===== src/rtl/cbc_pkg.sv =====
package cbc_pkg;
  parameter int BANK_W = 5;
  parameter int SEC_W  = 2;
  parameter int WIN_W  = 14;

  // Register selected by CPU address bits [14:13] on a write.
  typedef enum logic [1:0] {
    SEL_RAMEN = 2'b00,
    SEL_BANK  = 2'b01,
    SEL_SEC   = 2'b10,
    SEL_MODE  = 2'b11
  } reg_sel_e;

  typedef struct packed {
    logic              ram_en;
    logic [BANK_W-1:0] bank;
    logic [SEC_W-1:0]  sec;
    logic              mode;
  } bank_state_t;
endpackage


===== src/rtl/cbc_decode.sv =====
module cbc_decode
  import cbc_pkg::*;
#(
  parameter int CPU_AW = 16
) (
  input  logic [CPU_AW-1:0] cpu_addr,
  input  logic              cpu_rd,
  input  logic              cpu_wr,
  input  logic              no_mapper,
  output logic              rd_hit,
  output logic              wr_hit,
  output reg_sel_e          wr_sel
);
  logic in_rom;

  always_comb begin
    in_rom = ~cpu_addr[CPU_AW-1];
    rd_hit = cpu_rd & in_rom;
    wr_hit = cpu_wr & in_rom & ~no_mapper;
    wr_sel = reg_sel_e'(cpu_addr[WIN_W:WIN_W-1]);
  end
endmodule


===== src/rtl/cbc_regs.sv =====
module cbc_regs
  import cbc_pkg::*;
#(
  parameter int DW = 8
) (
  input  logic          clk,
  input  logic          rst,
  input  logic          wr_hit,
  input  reg_sel_e      wr_sel,
  input  logic [DW-1:0] wdata,
  output bank_state_t   state
);
  localparam logic [3:0] ENABLE_KEY = 4'hA;

  always_ff @(posedge clk) begin
    if (rst) begin
      state <= '0;
    end else if (wr_hit) begin
      unique case (wr_sel)
        SEL_RAMEN: state.ram_en <= (wdata[3:0] == ENABLE_KEY);
        SEL_BANK:  state.bank   <= wdata[BANK_W-1:0];
        SEL_SEC:   state.sec    <= wdata[SEC_W-1:0];
        SEL_MODE:  state.mode   <= wdata[0];
      endcase
    end
  end
endmodule


===== src/rtl/cbc_xlate.sv =====
module cbc_xlate
  import cbc_pkg::*;
#(
  parameter int CPU_AW   = 16,
  parameter int ROM_AW   = 21,
  parameter int ROM_LOG2 = 21
) (
  input  logic              clk,
  input  logic              rst,
  input  logic              rd_hit,
  input  logic [CPU_AW-1:0] cpu_addr,
  input  logic              no_mapper,
  input  bank_state_t       state,
  output logic [ROM_AW-1:0] rom_addr,
  output logic              rom_rd
);
  localparam int PAD_PLAIN = ROM_AW - (WIN_W + 1);
  localparam int PAD_FIXED = ROM_AW - WIN_W;

  logic [BANK_W-1:0] bank_eff;
  logic [SEC_W-1:0]  sec_eff;
  logic [ROM_AW-1:0] raw_addr;
  logic [ROM_AW-1:0] lim_addr;

  always_comb begin
    bank_eff = (state.bank == '0) ? BANK_W'(1) : state.bank;
    sec_eff  = state.mode ? '0 : state.sec;
    if (no_mapper)
      raw_addr = {{PAD_PLAIN{1'b0}}, cpu_addr[WIN_W:0]};
    else if (!cpu_addr[WIN_W])
      raw_addr = {{PAD_FIXED{1'b0}}, cpu_addr[WIN_W-1:0]};
    else
      raw_addr = ROM_AW'({sec_eff, bank_eff, cpu_addr[WIN_W-1:0]});
  end

  generate
    if (ROM_LOG2 < ROM_AW) begin : g_wrap
      always_comb lim_addr = {{(ROM_AW-ROM_LOG2){1'b0}}, raw_addr[ROM_LOG2-1:0]};
    end else begin : g_full
      always_comb lim_addr = raw_addr;
    end
  endgenerate

  always_ff @(posedge clk) begin
    if (rst) begin
      rom_addr <= '0;
      rom_rd   <= 1'b0;
    end else begin
      rom_rd <= rd_hit;
      if (rd_hit) rom_addr <= lim_addr;
    end
  end
endmodule


===== src/rtl/cbc_rdata.sv =====
module cbc_rdata #(
  parameter int DW = 8
) (
  input  logic          clk,
  input  logic          rst,
  input  logic          rom_rd,
  input  logic [DW-1:0] rom_rdata,
  output logic [DW-1:0] cpu_rdata,
  output logic          rd_valid
);
  always_ff @(posedge clk) begin
    if (rst) begin
      cpu_rdata <= '0;
      rd_valid  <= 1'b0;
    end else begin
      rd_valid <= rom_rd;
      if (rom_rd) cpu_rdata <= rom_rdata;
    end
  end
endmodule


===== src/rtl/cart_bank_ctrl.sv =====
module cart_bank_ctrl
  import cbc_pkg::*;
#(
  parameter int CPU_AW   = 16,
  parameter int DW       = 8,
  parameter int ROM_AW   = 21,
  parameter int ROM_LOG2 = 21
) (
  input  logic              clk,
  input  logic              rst,
  input  logic [CPU_AW-1:0] cpu_addr,
  input  logic [DW-1:0]     cpu_wdata,
  input  logic              cpu_rd,
  input  logic              cpu_wr,
  input  logic              no_mapper,
  output logic [ROM_AW-1:0] rom_addr,
  output logic              rom_rd,
  input  logic [DW-1:0]     rom_rdata,
  output logic [DW-1:0]     cpu_rdata,
  output logic              rd_valid,
  output logic              ram_en
);
  logic        rd_hit;
  logic        wr_hit;
  reg_sel_e    wr_sel;
  bank_state_t state;

  cbc_decode #(.CPU_AW(CPU_AW)) decode_i (
    .cpu_addr (cpu_addr),
    .cpu_rd   (cpu_rd),
    .cpu_wr   (cpu_wr),
    .no_mapper(no_mapper),
    .rd_hit   (rd_hit),
    .wr_hit   (wr_hit),
    .wr_sel   (wr_sel)
  );

  cbc_regs #(.DW(DW)) regs_i (
    .clk   (clk),
    .rst   (rst),
    .wr_hit(wr_hit),
    .wr_sel(wr_sel),
    .wdata (cpu_wdata),
    .state (state)
  );

  cbc_xlate #(.CPU_AW(CPU_AW), .ROM_AW(ROM_AW), .ROM_LOG2(ROM_LOG2)) xlate_i (
    .clk      (clk),
    .rst      (rst),
    .rd_hit   (rd_hit),
    .cpu_addr (cpu_addr),
    .no_mapper(no_mapper),
    .state    (state),
    .rom_addr (rom_addr),
    .rom_rd   (rom_rd)
  );

  cbc_rdata #(.DW(DW)) rdata_i (
    .clk      (clk),
    .rst      (rst),
    .rom_rd   (rom_rd),
    .rom_rdata(rom_rdata),
    .cpu_rdata(cpu_rdata),
    .rd_valid (rd_valid)
  );

  assign ram_en = state.ram_en;
endmodule


===== config.mk =====
export PLATFORM = sky130hd
export DESIGN_NAME = cart_bank_ctrl
export DESIGN_NICKNAME = d
export VERILOG_FILES = /design/src/rtl/cbc_pkg.sv /design/src/rtl/cbc_decode.sv /design/src/rtl/cbc_regs.sv /design/src/rtl/cbc_xlate.sv /design/src/rtl/cbc_rdata.sv /design/src/rtl/cart_bank_ctrl.sv
export SDC_FILE = /design/constraint.sdc
export NUM_CORES = 1
export LEC_CHECK = 0
export ABC_AREA = 1
export BUFFER_PORTS_ARGS = -buffer_cell sky130_fd_sc_hd__buf_2
export CAP_MARGIN = 0
export CORE_ASPECT_RATIO = 1.4
export CORE_UTILIZATION = 35
export CTS_CLUSTER_DIAMETER = 100
export DETAILED_ROUTE_END_ITERATION = 6
export GPL_TIMING_DRIVEN = 0
export PLACE_DENSITY_LB_ADDON = 0.25
export SYNTH_ARGS = -nofsm -noshare
export SYNTH_HDL_FRONTEND = slang
export SYNTH_SLANG_ARGS = --single-unit
export TNS_END_PERCENT = 10

===== constraint.sdc =====
create_clock -name clk -period 1.66 [get_ports clk]
set_input_delay 0.166 -clock clk [delete_from_list [all_inputs] [get_ports clk]]
set_output_delay 0.166 -clock clk [all_outputs]
set_load 0.01 [all_outputs]

## Yosys cells after proc, flatten, opt, wreduce, memory -nomap -nowiden

Cells that the tools add are included.

- Bits in registers: 40
- Input bits: 37
- Output and inout port bits: 32
- Word-level logic and storage cells: 27

- Eq/ne operators: 4
- Mux-type cells: 4
- Bitwise logic cells: 5
- Reductions and logical operators: 6

Operator list:

| cell | count |
|---|---|
| $mux 21 | 2 |
| $reduce_and 2->1 | 4 |
| $logic_not 5->1 | 1 |
| $mux 5 | 1 |
| $eq 2x2->1 const B | 2 |
| $eq 4x4->1 const B | 1 |
| $and 1x1->1 | 3 |
| $eq 2x1->1 const B | 1 |
| $logic_not 2->1 | 1 |
| $mux 2 | 1 |
| $not 1->1 | 2 |

## Depth between registers and ports, before layout

- Depth in word-level cells: 4
- Gate-level depth with buffers: 6
- Depth with buffers taken out: 6

## Cells and area by module

Synthesis repeated with hierarchy kept, for this count alone.

- Cell total of the unflattened synthesis: 228
- Area, all modules: 1,645.3 um2

By module, submodules not included:

| module | instances | cells each | area an instance (um2) | seq. area each (um2) |
|---|---|---|---|---|
| cbc_xlate | 1 | 102 | 819.5 | 440.4 |
| cbc_regs | 1 | 65 | 420.4 | 180.2 |
| cbc_rdata | 1 | 54 | 369.1 | 180.2 |
| cbc_decode | 1 | 7 | 36.3 | 0.0 |

## Worst setup path before layout

Ideal clock, no wire load.

- Path kind: register to register
- From: reg xlate_i.rom_rd
- To: reg rdata_i.cpu_rdata[0]
- Setup time: 116 ps
- Arrival time: 852 ps
- Data required time: 1,544 ps
- Slack: 693 ps
- Cell stages (with the launch flop): 4
- Path buffers: 0
- Period minus slack after synthesis: 967 ps
- Cells stage by stage: dfxtp_1 clkinv_1 nor2_1 nor2_1

RTL lines:

| element | line | source |
|---|---|---|
| start: declaration | cbc_xlate.sv:15 | `output logic rom_rd` |
| start signal: assignment | cbc_xlate.sv:49 | `rom_rd <= rd_hit;` |
| end signal: assignment | cbc_rdata.sv:17 | `if (rom_rd) cpu_rdata <= rom_rdata;` |
| end: declaration | cbc_rdata.sv:8 | `output logic [DW-1:0] cpu_rdata,` |

## Worst setup path in the final report

- From: reg xlate_i.rom_rd
- To: out rom_rd

RTL lines:

| element | line | source |
|---|---|---|
| end: declaration | cart_bank_ctrl.sv:17 | `output logic rom_rd,` |

No word-level cell between the ends.

==> key figures <==
Status
  • Outcome: finished with violations
  • Violated checks: design-rule violations

Placement
  • Pre-CTS setup slack: 0.536 ns
  • RePlAce Congestion: 0.792
  • Final HPWL DP: 2650 um
  • Placed insts: 338
  • Placed cell areas: 0.00194 mm^2
  • Buffers on Ports: 64

Power
  • Power density over the cells: 983 mW/mm^2
  • LEAKAGE: 1.03 nW
  • Peak supply drop: 0.000466 V

Finish
  • Antenna Cells: 0
  • Final design area excluding fillers: 0.00204 mm^2
  • Fin cells: 346
  • Share of cells above drive strength 1: 0.297
  • Most common cell after layout, fill and taps aside: nor2_1
  • Layout Nets: 322
  • Most frequent cells in the layout: nor2_1 (71), buf_2 (69), dfxtp_1 (40)
  • Area growth, synth to finish: 32.7%

Global route
  • Congestion Overflow GR: 0
  • Maximum number of pins on one net before global-route repair: 13
  • Initial antenna violation count: 0
  • First-pass GRT wire length: 5600 um
  • Global-route usage over all layers: 0.159
  • Vias in the first global route: 1289

Die
  • Ports: 69
  • Core Area: 0.00424 mm^2
  • Die X: 58.1 um
  • Die height: 80.5 um
  • FP Rows: 28
  • Area of the die: 0.00467 mm^2
  • Starting Density: 0.363

Hold path
  • Worst Hold Depth: 3
  • Hold worst-path end: rdata_i.cpu_rdata[5]
  • Hold Path Class: in -> reg
  • Hold Crit Start: rom_rdata[5]

Critical path
  • Flop2flop setup slack: 0.56 ns
  • R2r endpoint: rdata_i.cpu_rdata[2]
  • CP arrival: 0.96 ns
  • Kind of critical path: reg -> out
  • Worst Path Buf+Inv: 1
  • Max Fanout on Critical Path: 10
  • CP max stage delay: 0.48 ns
  • Reg2reg path depth: 3
  • Worst setup EP type: output port
  • Worst R2R Start: xlate_i.rom_rd
  • CP delay by family, top: flip-flops
  • Crit-path slowest cell: dfxtp_1
  • Crit path cell chain: buf_2
  • WP data required: 1.49 ns
  • Setup crit start kind: flip-flop

Route
  • Post-route ant nets: 0
  • Avg WL per Cell: 10.1 um
  • DRT iter0 DRCs: 96
  • First-pass DRT Iterations: 6
  • DR vias: 1495
  • Final wirelength: 3500 um
  • Via density: 4.32
  • Remaining DRCs: 7

Clocking
  • TritonCTS clock tree: yes
  • Max clock buf depth: 2
  • # Post-CTS Setup Buffers: 0
  • Post-CTS sizing: 0
  • H-tree depth: 2
  • Hold-fix buffers, CTS: 0
  • Clk root buf: clkbuf_8
  • Worst-path clk slew: 0.08 ns
  • # clock sinks: 40
  • Worst-Skew Late Latency: 0.29 ns
  • Total CTS buffers: 5

Synth
  • Post-Synthesis Cells: 214
  • Syn. warnings: 0
  • Post-synthesis sequential area ratio: 0.520
  • Yosys cell types: 15
  • Post-Synthesis Cell Area: 0.00154 mm^2
  • Register bit total from synthesis: 40
  • Syn_area_per_cell: 7.20 um^2
  • Net Count, Synth: 251

Timing
  • Period utilisation layout: 0.676
  • Final worst slack: 0.537 ns
  • RSZ-0062 raised after global routing: no
  • Max-slew violations: 0
  • Minimum period implied by the final worst setup slack: 1.12 ns
  • Peak Freq: 0.891 GHz
  • Setup violations, final: 0
  • Hold Fails Final Rpt: 0
  • Setup TNS: 0 ns
  • Clock Skews: 0.00591 ns
  • Max transition margin: 0.778
  • Worst Max-Slew Pin Slew: 0.333 ns

Flow run
  • MaxCap Viol Count: 0
layer usage:
metal | up-vias | global-route usage | routed length, um
met5 | - | 0 | 0
met4 | 0 | 0.0881 | 85
met3 | 7 | 0.0531 | 223
met2 | 52 | 0.254 | 1670
met1 | 631 | 0.184 | 1520
li1 | 805 | - | -
worst max path at each step:
stage	start	to	slack (ns)	cells past startpoint
global route	xlate_i.rom_rd	rdata_i.cpu_rdata[7]	0.41	3
floorplan	xlate_i.rom_rd	rdata_i.cpu_rdata[0]	0.69	3
global placement	xlate_i.rom_rd	rdata_i.cpu_rdata[2]	0.56	3
finish	xlate_i.rom_rd	rom_rd	0.54	1
CTS	xlate_i.rom_rd	rom_rd	0.52	1
detailed placement	xlate_i.rom_rd	rdata_i.cpu_rdata[2]	0.54	3
stage by stage:
stage | total power, mW | hold WS (ns) | util
after floorplan | 1.16 | 0.301 | -
final | 2.01 | 0.0965 | 0.482
after detailed placement | 1.27 | 0.395 | 0.457
after global placement | 1.26 | 0.387 | 0.457
after global routing | 2.12 | 0.0981 | 0.482
after CTS | 2.03 | 0.0909 | 0.482
where the power goes:
| part | internal, mW | leakage [nW] | switching [mW] | total [mW] |
|---|---|---|---|---|
| clock network | 0.446 | 0.0552 | 0.322 | 0.768 |
| registers | 0.999 | 0.327 | 0.0196 | 1.02 |
| logic | 0.0927 | 0.647 | 0.129 | 0.222 |
| total | 1.54 | 1.03 | 0.471 | 2.01 |
registers in the layout, indices dropped and copies added (netlist names):
signal             cells
regs_i.state           9
xlate_i.rom_addr      21
xlate_i.rom_rd         1
rdata_i.rd_valid       1
rdata_i.cpu_rdata      8
kinds of logic after synthesis:
kind of cell | after synthesis | share of synthesized area
compound gates | 31 | 0.101
buf+inv | 26 | 0.0699
flops | 40 | 0.520
simple gates | 117 | 0.310
synthesized netlist by cell type:
library cell / count / area [um^2]
buf_2: 5 / 25.0
nor2_4: 2 / 22.5
nand2_1: 30 / 113
buf_4: 1 / 7.51
clkbuf_1: 1 / 3.75
inv_1: 16 / 60.1
o21ai_0: 22 / 110
a21oi_1: 9 / 45.0
nand2_2: 1 / 6.26
dfxtp_1: 40 / 801
nand3_1: 10 / 50.1
nor2_2: 3 / 18.8
nor2_1: 71 / 267
clkinv_1: 1 / 3.75
inv_2: 2 / 7.51
final cells by class:
type                       count  area, um^2
inverter                      19        71.3
tap                           60        75.1
clock inverter                 2        35.0
multi-input combinational    148         632
sequential                    40         801
buffer                         7        36.3
timing repair buffer          64         320
fill                         468        2200
clock buffer                   6        72.6
Power figures use the tool's default switching activity.
